<file path="config.mk">
export PLATFORM = sky130hd
export DESIGN_NAME = ifetch_unit
export DESIGN_NICKNAME = d
export VERILOG_FILES = /design/src/rtl/ifu_pkg.sv /design/src/rtl/ifu_pc_reg.sv /design/src/rtl/ifu_next_pc.sv /design/src/rtl/ifu_rom.sv /design/src/rtl/ifetch_unit.sv
export SDC_FILE = /design/constraint.sdc
export NUM_CORES = 1
export LEC_CHECK = 0
export ABC_AREA = 1
export BUFFER_PORTS_ARGS = -buffer_cell sky130_fd_sc_hd__buf_4
export CAP_MARGIN = 40
export CORE_ASPECT_RATIO = 0.9
export CORE_UTILIZATION = 53
export CTS_BUF_LIST = sky130_fd_sc_hd__clkbuf_8
export CTS_CLUSTER_SIZE = 12
export DETAILED_ROUTE_END_ITERATION = 8
export HOLD_SLACK_MARGIN = 0.1
export PLACE_DENSITY_LB_ADDON = 0.15
export SLEW_MARGIN = 30
export SYNTH_ARGS = -nofsm -noshare
export SYNTH_HDL_FRONTEND = slang
export SYNTH_HIERARCHICAL = 1
export SYNTH_SLANG_ARGS = --single-unit
</file>
<file path="constraint.sdc">
create_clock -name clk -period 2.5 [get_ports clk]
set_input_delay 0.375 -clock clk [delete_from_list [all_inputs] [get_ports clk]]
set_output_delay 0.375 -clock clk [all_outputs]
set_load 0.01 [all_outputs]
</file>
<file path="src/rtl/ifu_pkg.sv">
package ifu_pkg;
  localparam int XLEN = 32;
  localparam int OFSW = 16;
  typedef logic [XLEN-1:0] addr_t;
  typedef logic [XLEN-1:0] word_t;

  // Generated ROM contents: a fixed tag followed by the index and its complement.
  function automatic word_t rom_word(input logic [7:0] k);
    return {16'hC3A5, k, ~k};
  endfunction
endpackage

</file>
<file path="src/rtl/ifu_pc_reg.sv">
module ifu_pc_reg
  import ifu_pkg::*;
(
  input  logic  clk,
  input  logic  rst,
  input  addr_t d,
  output addr_t q
);
  always_ff @(posedge clk) begin
    if (rst) q <= '0;
    else     q <= d;
  end
endmodule

</file>
<file path="src/rtl/ifu_next_pc.sv">
module ifu_next_pc
  import ifu_pkg::*;
(
  input  addr_t           pc,
  input  logic            br_sel,
  input  logic            br_eq,
  input  logic [OFSW-1:0] ofs_imm,
  output addr_t           nxt
);
  localparam int EXT = XLEN - OFSW - 2;

  addr_t seq_pc;
  addr_t ofs_bytes;
  addr_t tgt_pc;
  logic  take;

  always_comb begin
    seq_pc    = pc + addr_t'(4);
    ofs_bytes = {{EXT{ofs_imm[OFSW-1]}}, ofs_imm, 2'b00};
    tgt_pc    = seq_pc + ofs_bytes;
    take      = br_sel & br_eq;
    nxt       = take ? tgt_pc : seq_pc;
  end
endmodule

</file>
<file path="src/rtl/ifu_rom.sv">
module ifu_rom
  import ifu_pkg::*;
#(
  parameter int ADDR_W = 6
) (
  input  addr_t addr,
  output word_t data
);
  localparam int DEPTH  = 1 << ADDR_W;
  localparam int IDX_HI = ADDR_W + 1;

  word_t             mem [DEPTH];
  logic [ADDR_W-1:0] idx;
  logic              unused_addr_bits;

  for (genvar g = 0; g < DEPTH; g++) begin : g_word
    assign mem[g] = rom_word(8'(g));
  end

  assign idx              = addr[IDX_HI:2];
  assign unused_addr_bits = ^{addr[XLEN-1:IDX_HI+1], addr[1:0]};
  assign data             = mem[idx];
endmodule

</file>
<file path="src/rtl/ifetch_unit.sv">
module ifetch_unit
  import ifu_pkg::*;
#(
  parameter int ADDR_W = 6
) (
  input  logic        clk,
  input  logic        rst,
  input  logic        br_sel,
  input  logic        br_eq,
  input  logic [15:0] ofs_imm,
  output logic [31:0] pc_o,
  output logic [31:0] instr_o
);
  addr_t pc_q;
  addr_t pc_d;

  ifu_pc_reg u_pc (
    .clk (clk),
    .rst (rst),
    .d   (pc_d),
    .q   (pc_q)
  );

  ifu_next_pc u_npc (
    .pc      (pc_q),
    .br_sel  (br_sel),
    .br_eq   (br_eq),
    .ofs_imm (ofs_imm),
    .nxt     (pc_d)
  );

  ifu_rom #(.ADDR_W(ADDR_W)) u_rom (
    .addr (pc_q),
    .data (instr_o)
  );

  assign pc_o = pc_q;
endmodule

</file>
==> impl_metrics.env, run 1 <==
export IMPL_outcome="stopped before the end"
export IMPL_outcome_stop_stage="5_1_grt"
export IMPL_firstError="[ERROR GRT-0232] Routing congestion too high. Check the congestion heatmap in the GUI."
export IMPL_cts_root_buf="clkbuf_8"
export IMPL_grt_usage_pct=69.0
export IMPL_num_io_pins=84
export IMPL_worst_endpoint="u_pc/q[31]$_SDFF_PP0_/D"
export IMPL_cts_htree_levels=2
export IMPL_syn_area_per_cell_um2=5.81
export IMPL_overflow=35
export IMPL_synth_top_area_share_pct=18.5
export IMPL_gp_congestion=0.969
export IMPL_netlist_area_um2=4190
export IMPL_yosys_area_top_type="nand2_1"
export IMPL_rows=30
export IMPL_synthArstFlopShare_pct=0
export IMPL_hpwlAfterDp_um=10900
export IMPL_synth_seq_cells=32
export IMPL_initial_utilization_pct=55.2
export IMPL_cts_buffer_depth=2
export IMPL_grt_max_degree=35
export IMPL_placed_cells=972
export IMPL_ys_flop_type="dfxtp_1"
export IMPL_synth_seq_area_share_pct=15.3
export IMPL_cts_made_buffers=5
export IMPL_synth_edf_count=0
export IMPL_io_buffers=63
export IMPL_yosys_warnings=6
export IMPL_synth_area_top_cells="nand2_1 18%, dfxtp_1 15%, ha_1 11%"
export IMPL_die_x_um=95.7
export IMPL_die_y_um=86.3
export IMPL_cts_hold_buffers=0
export IMPL_cts_sinks=32
export IMPL_worst_ep_kind="register data pin"
export IMPL_synth_cell_types=37
export IMPL_syn_inst=721
-- timing repair --
item	in CTS
setup endpoints to repair	23
buffers inserted	19
cloned	0
pin swaps	43
gates resized for setup	127
-- through the flow --
stage | TNS [ps] | setup slack [ps] | hold WS (ps) | instance area, um^2
3_3_place_gp | -3880 | -360 | 412 | 5530
3_5_place_dp | -5340 | -464 | 415 | 5530
4_1_cts | -3620 | -310 | 432 | 6320
2_1_floorplan | 0 | 0.976 | 446 | 4380
-- cells in the mapped netlist, types with 5 or more instances --
library cell	number
ha_1	37
nor2_2	7
inv_1	116
nand2_1	206
nand3b_1	5
nor3_1	7
xor2_1	13
a21oi_1	29
nand4_1	11
dfxtp_1	32
nor2_1	98
o21ai_0	20
xnor2_1	18
nand3_1	46
buf_4	28
o21bai_1	6
-- routing by layer --
metal | GRT usage [%] | overflow
met3 | 50.2 | 1
met4 | 60.7 | 12
met5 | 10.3 | 0
met2 | 87.1 | 22
met1 | 73.9 | 0
-- cells by family after synthesis --
kind of cell	count (synthesis)	synth area share [%]
xor gates and xnor gates	32	6.87
DFF	32	15.3
adders and majority gates	38	11.5
AOI/OAI and AO/OA	66	8.75
and+or+nand+nor	395	40.3
other	2	0.179
buffers and inverters	156	17.1
==> inputs of run 2 (changes only) <==
Settings changed: CORE_ASPECT_RATIO 0.9 to not set, CORE_UTILIZATION 53 to 40, CTS_BUF_LIST sky130_fd_sc_hd__clkbuf_8 to not set, CTS_CLUSTER_SIZE 12 to not set, HOLD_SLACK_MARGIN 0.1 to not set.
Clock period 2.5 ns to 3.2 ns, I/O delays scaled along.
==> impl_metrics.env, run 2 <==
export IMPL_die_area_um2=10900
export IMPL_cts_root_buf="clkbuf_8"
export IMPL_overflow=0
export IMPL_clk_pin_slew_ps=70
export IMPL_avgRoutedWirePerCell_um=13.7
export IMPL_die_x_um=104
export IMPL_finalHoldViolations=0
export IMPL_reg_largest_list="u_pc/q: 32 flops"
export IMPL_drc=0
export IMPL_fin_skew_ps=3.21
export IMPL_p_per_area_nw_per_um2=303
export IMPL_critPathKind="register to register"
export IMPL_mostFrequentLayoutCells="202 x nand2_1, 116 x inv_1, 92 x nor2_1"
export IMPL_worstPathArrival_ps=3180
export IMPL_drv_slew=0
export IMPL_startpoint_type="register"
export IMPL_grt_pass1_wl_um=19800
export IMPL_antenna_found_initial=0
export IMPL_p_sw_mw=0.637
export IMPL_synth_top_area_share_pct=18.5
export IMPL_maxCapViolations=0
export IMPL_seq_power_share_pct=31.6
export IMPL_min_period_ps=3010
export IMPL_required_ps=3370
export IMPL_initial_utilization_pct=42.1
export IMPL_drt_pass1_iterations=5
export IMPL_pwr_share_clk_pct=22.4
export IMPL_syn_area_per_cell_um2=5.81
export IMPL_swShare_pct=42.1
export IMPL_cts_buffer_depth=2
export IMPL_routed_wl_um=12600
export IMPL_post_place_ws_ps=-53.9
export IMPL_grt_max_degree=35
export IMPL_die_y_um=104
export IMPL_outcome="finished, final reports clean"
export IMPL_cts_htree_levels=2
export IMPL_clock_latency_ps=290
export IMPL_grt_pass1_vias=4060
export IMPL_rows=36
export IMPL_finalPower_mw=1.51
export IMPL_leakage_nw=2.70
export IMPL_finalSetupViolCount=0
export IMPL_core_area_um2=9950
export IMPL_num_io_pins=84
export IMPL_drive_above_1_share_pct=18.0
export IMPL_synth_edf_count=0
export IMPL_grt_busiest_layer="met1"
export IMPL_synthTopCellsByCount="206 x nand2_1, 116 x inv_1, 98 x nor2_1"
export IMPL_dpl_cell_area_um2=4670
export IMPL_first_iter_violations=358
export IMPL_ys_flop_type="dfxtp_1"
export IMPL_io_buffers=63
export IMPL_design_area_um2=5000
export IMPL_area_delta_synth_final_pct=19.4
export IMPL_cp_end_kind="register"
export IMPL_layout_commonest_cell="nand2_1"
export IMPL_p_int_mw=0.877
export IMPL_yosys_area_top_type="nand2_1"
export IMPL_synth_seq_area_share_pct=15.3
export IMPL_slew_headroom_pct=65.6
export IMPL_whs_ps=427
export IMPL_worstHoldPathType="register to register"
export IMPL_vias=4540
export IMPL_cts_tree="done"
export IMPL_met3_usage_pct=2.82
export IMPL_synth_area_top_cells="nand2_1 18%, dfxtp_1 15%, ha_1 11%"
export IMPL_worstMarginPinSlew_ps=513
export IMPL_cts_hold_buffers=0
export IMPL_p_comb_share_pct=46.0
export IMPL_cts_sinks=32
export IMPL_post_route_util_pct=50.3
export IMPL_fin_setup_tns_ps=0
export IMPL_setup_ws_ps=186
export IMPL_fmax_ghz=0.332
export IMPL_hpwlAfterDp_um=10000
export IMPL_grt_usage_pct=22.5
export IMPL_grtUsageMet2_pct=33.1
export IMPL_synthArstFlopShare_pct=0
export IMPL_yosysMostFrequentCell="nand2_1"
export IMPL_synth_cell_types=37
export IMPL_top_register="u_pc/q"
export IMPL_cts_made_buffers=5
export IMPL_placed_cells=903
export IMPL_holdPathStages=2
export IMPL_diodes=0
export IMPL_netlist_area_um2=4190
export IMPL_reg2reg_depth=15
export IMPL_largest_register_ff_count=32
export IMPL_synth_seq_cells=32
export IMPL_grt_use_met1_pct=34.0
export IMPL_gp_congestion=0.969
export IMPL_yosys_warnings=6
export IMPL_syn_inst=721
export IMPL_fin_nets=841
export IMPL_ant_nets=0
export IMPL_fin_crit_sh_pct=94.2
export IMPL_cp_max_fo=7
export IMPL_drt_vias_per_instance=4.95
export IMPL_stdcell_count=917
export IMPL_vdd_drop_max_mv=0.185
run 2: cell counts after synthesis:
Identical to the previous run, type by type.
run 2: logic make-up after synthesis:
kind of cell               share of synthesized area [%]
DFF                                                 15.3
and+or+nand+nor                                     40.3
other                                              0.179
xor gates and xnor gates                            6.87
adders and majority gates                           11.5
buffers and inverters                               17.1
AOI/OAI and AO/OA                                   8.75
run 2: worst max-delay path, stage by stage (launching register included):
cell	delay, ps
dfxtp_2	380
ha_1	200
nand3_1	140
nor2_2	140
nand2_2	90
xnor2_1	320
ha_1	360
a21oi_1	240
nand2_1	140
a21oi_1	130
nand2_1	180
or2_2	320
nand3_1	70
nand2_1	70
inv_1	50
nor2_1	30
run 2: timing repair:
action                                  in CTS  in global routing
endpoints found under the setup margin       2                 18
resized for setup                            2                 44
setup buffers                                0                  6
pin swaps                                    0                  5
run 2: power by group through the flow:
| stage | sequential [mW] | combinational [mW] | clock, mW |
|---|---|---|---|
| 2_1_floorplan | 0.486 | 0.446 | 0 |
| 3_3_place_gp | 0.482 | 0.640 | 0 |
| 3_5_place_dp | 0.482 | 0.643 | 0 |
| 4_1_cts | 0.474 | 0.649 | 0.349 |
| 5_1_grt | 0.484 | 0.773 | 0.370 |
| 6_report | 0.478 | 0.696 | 0.340 |
run 2: final timing paths:
path | endpoint | slack [ps] | startpoint
setup / recovery | u_pc/q[15] | 190 | u_pc/q[2]
hold / removal | u_pc/q[0] | 430 | u_pc/q[0]
setup reg to reg | u_pc/q[15] | 190 | u_pc/q[2]
hold reg to reg | u_pc/q[0] | 430 | u_pc/q[0]
run 2: cell type report:
| cell class | instances | area [um^2] |
|---|---|---|
| fill | 1050 | 4950 |
| multi-input combinational | 551 | 3080 |
| sequential | 32 | 654 |
| timing repair buffer | 73 | 556 |
| inverter | 120 | 450 |
| tap | 133 | 166 |
| clock buffer | 7 | 86.3 |
| clock inverter | 1 | 7.51 |
run 2: metal layers:
layer / vias up / share of wire [%] / wire length (um)
li1: 2306 / - / -
met1: 2023 / 50 / 6250
met2: 188 / 41 / 5130
met3: 23 / 7.7 / 974
met4: 0 / 1.9 / 237
met5: - / 0 / 0
Note: power is estimated with default switching activity, not from simulation.
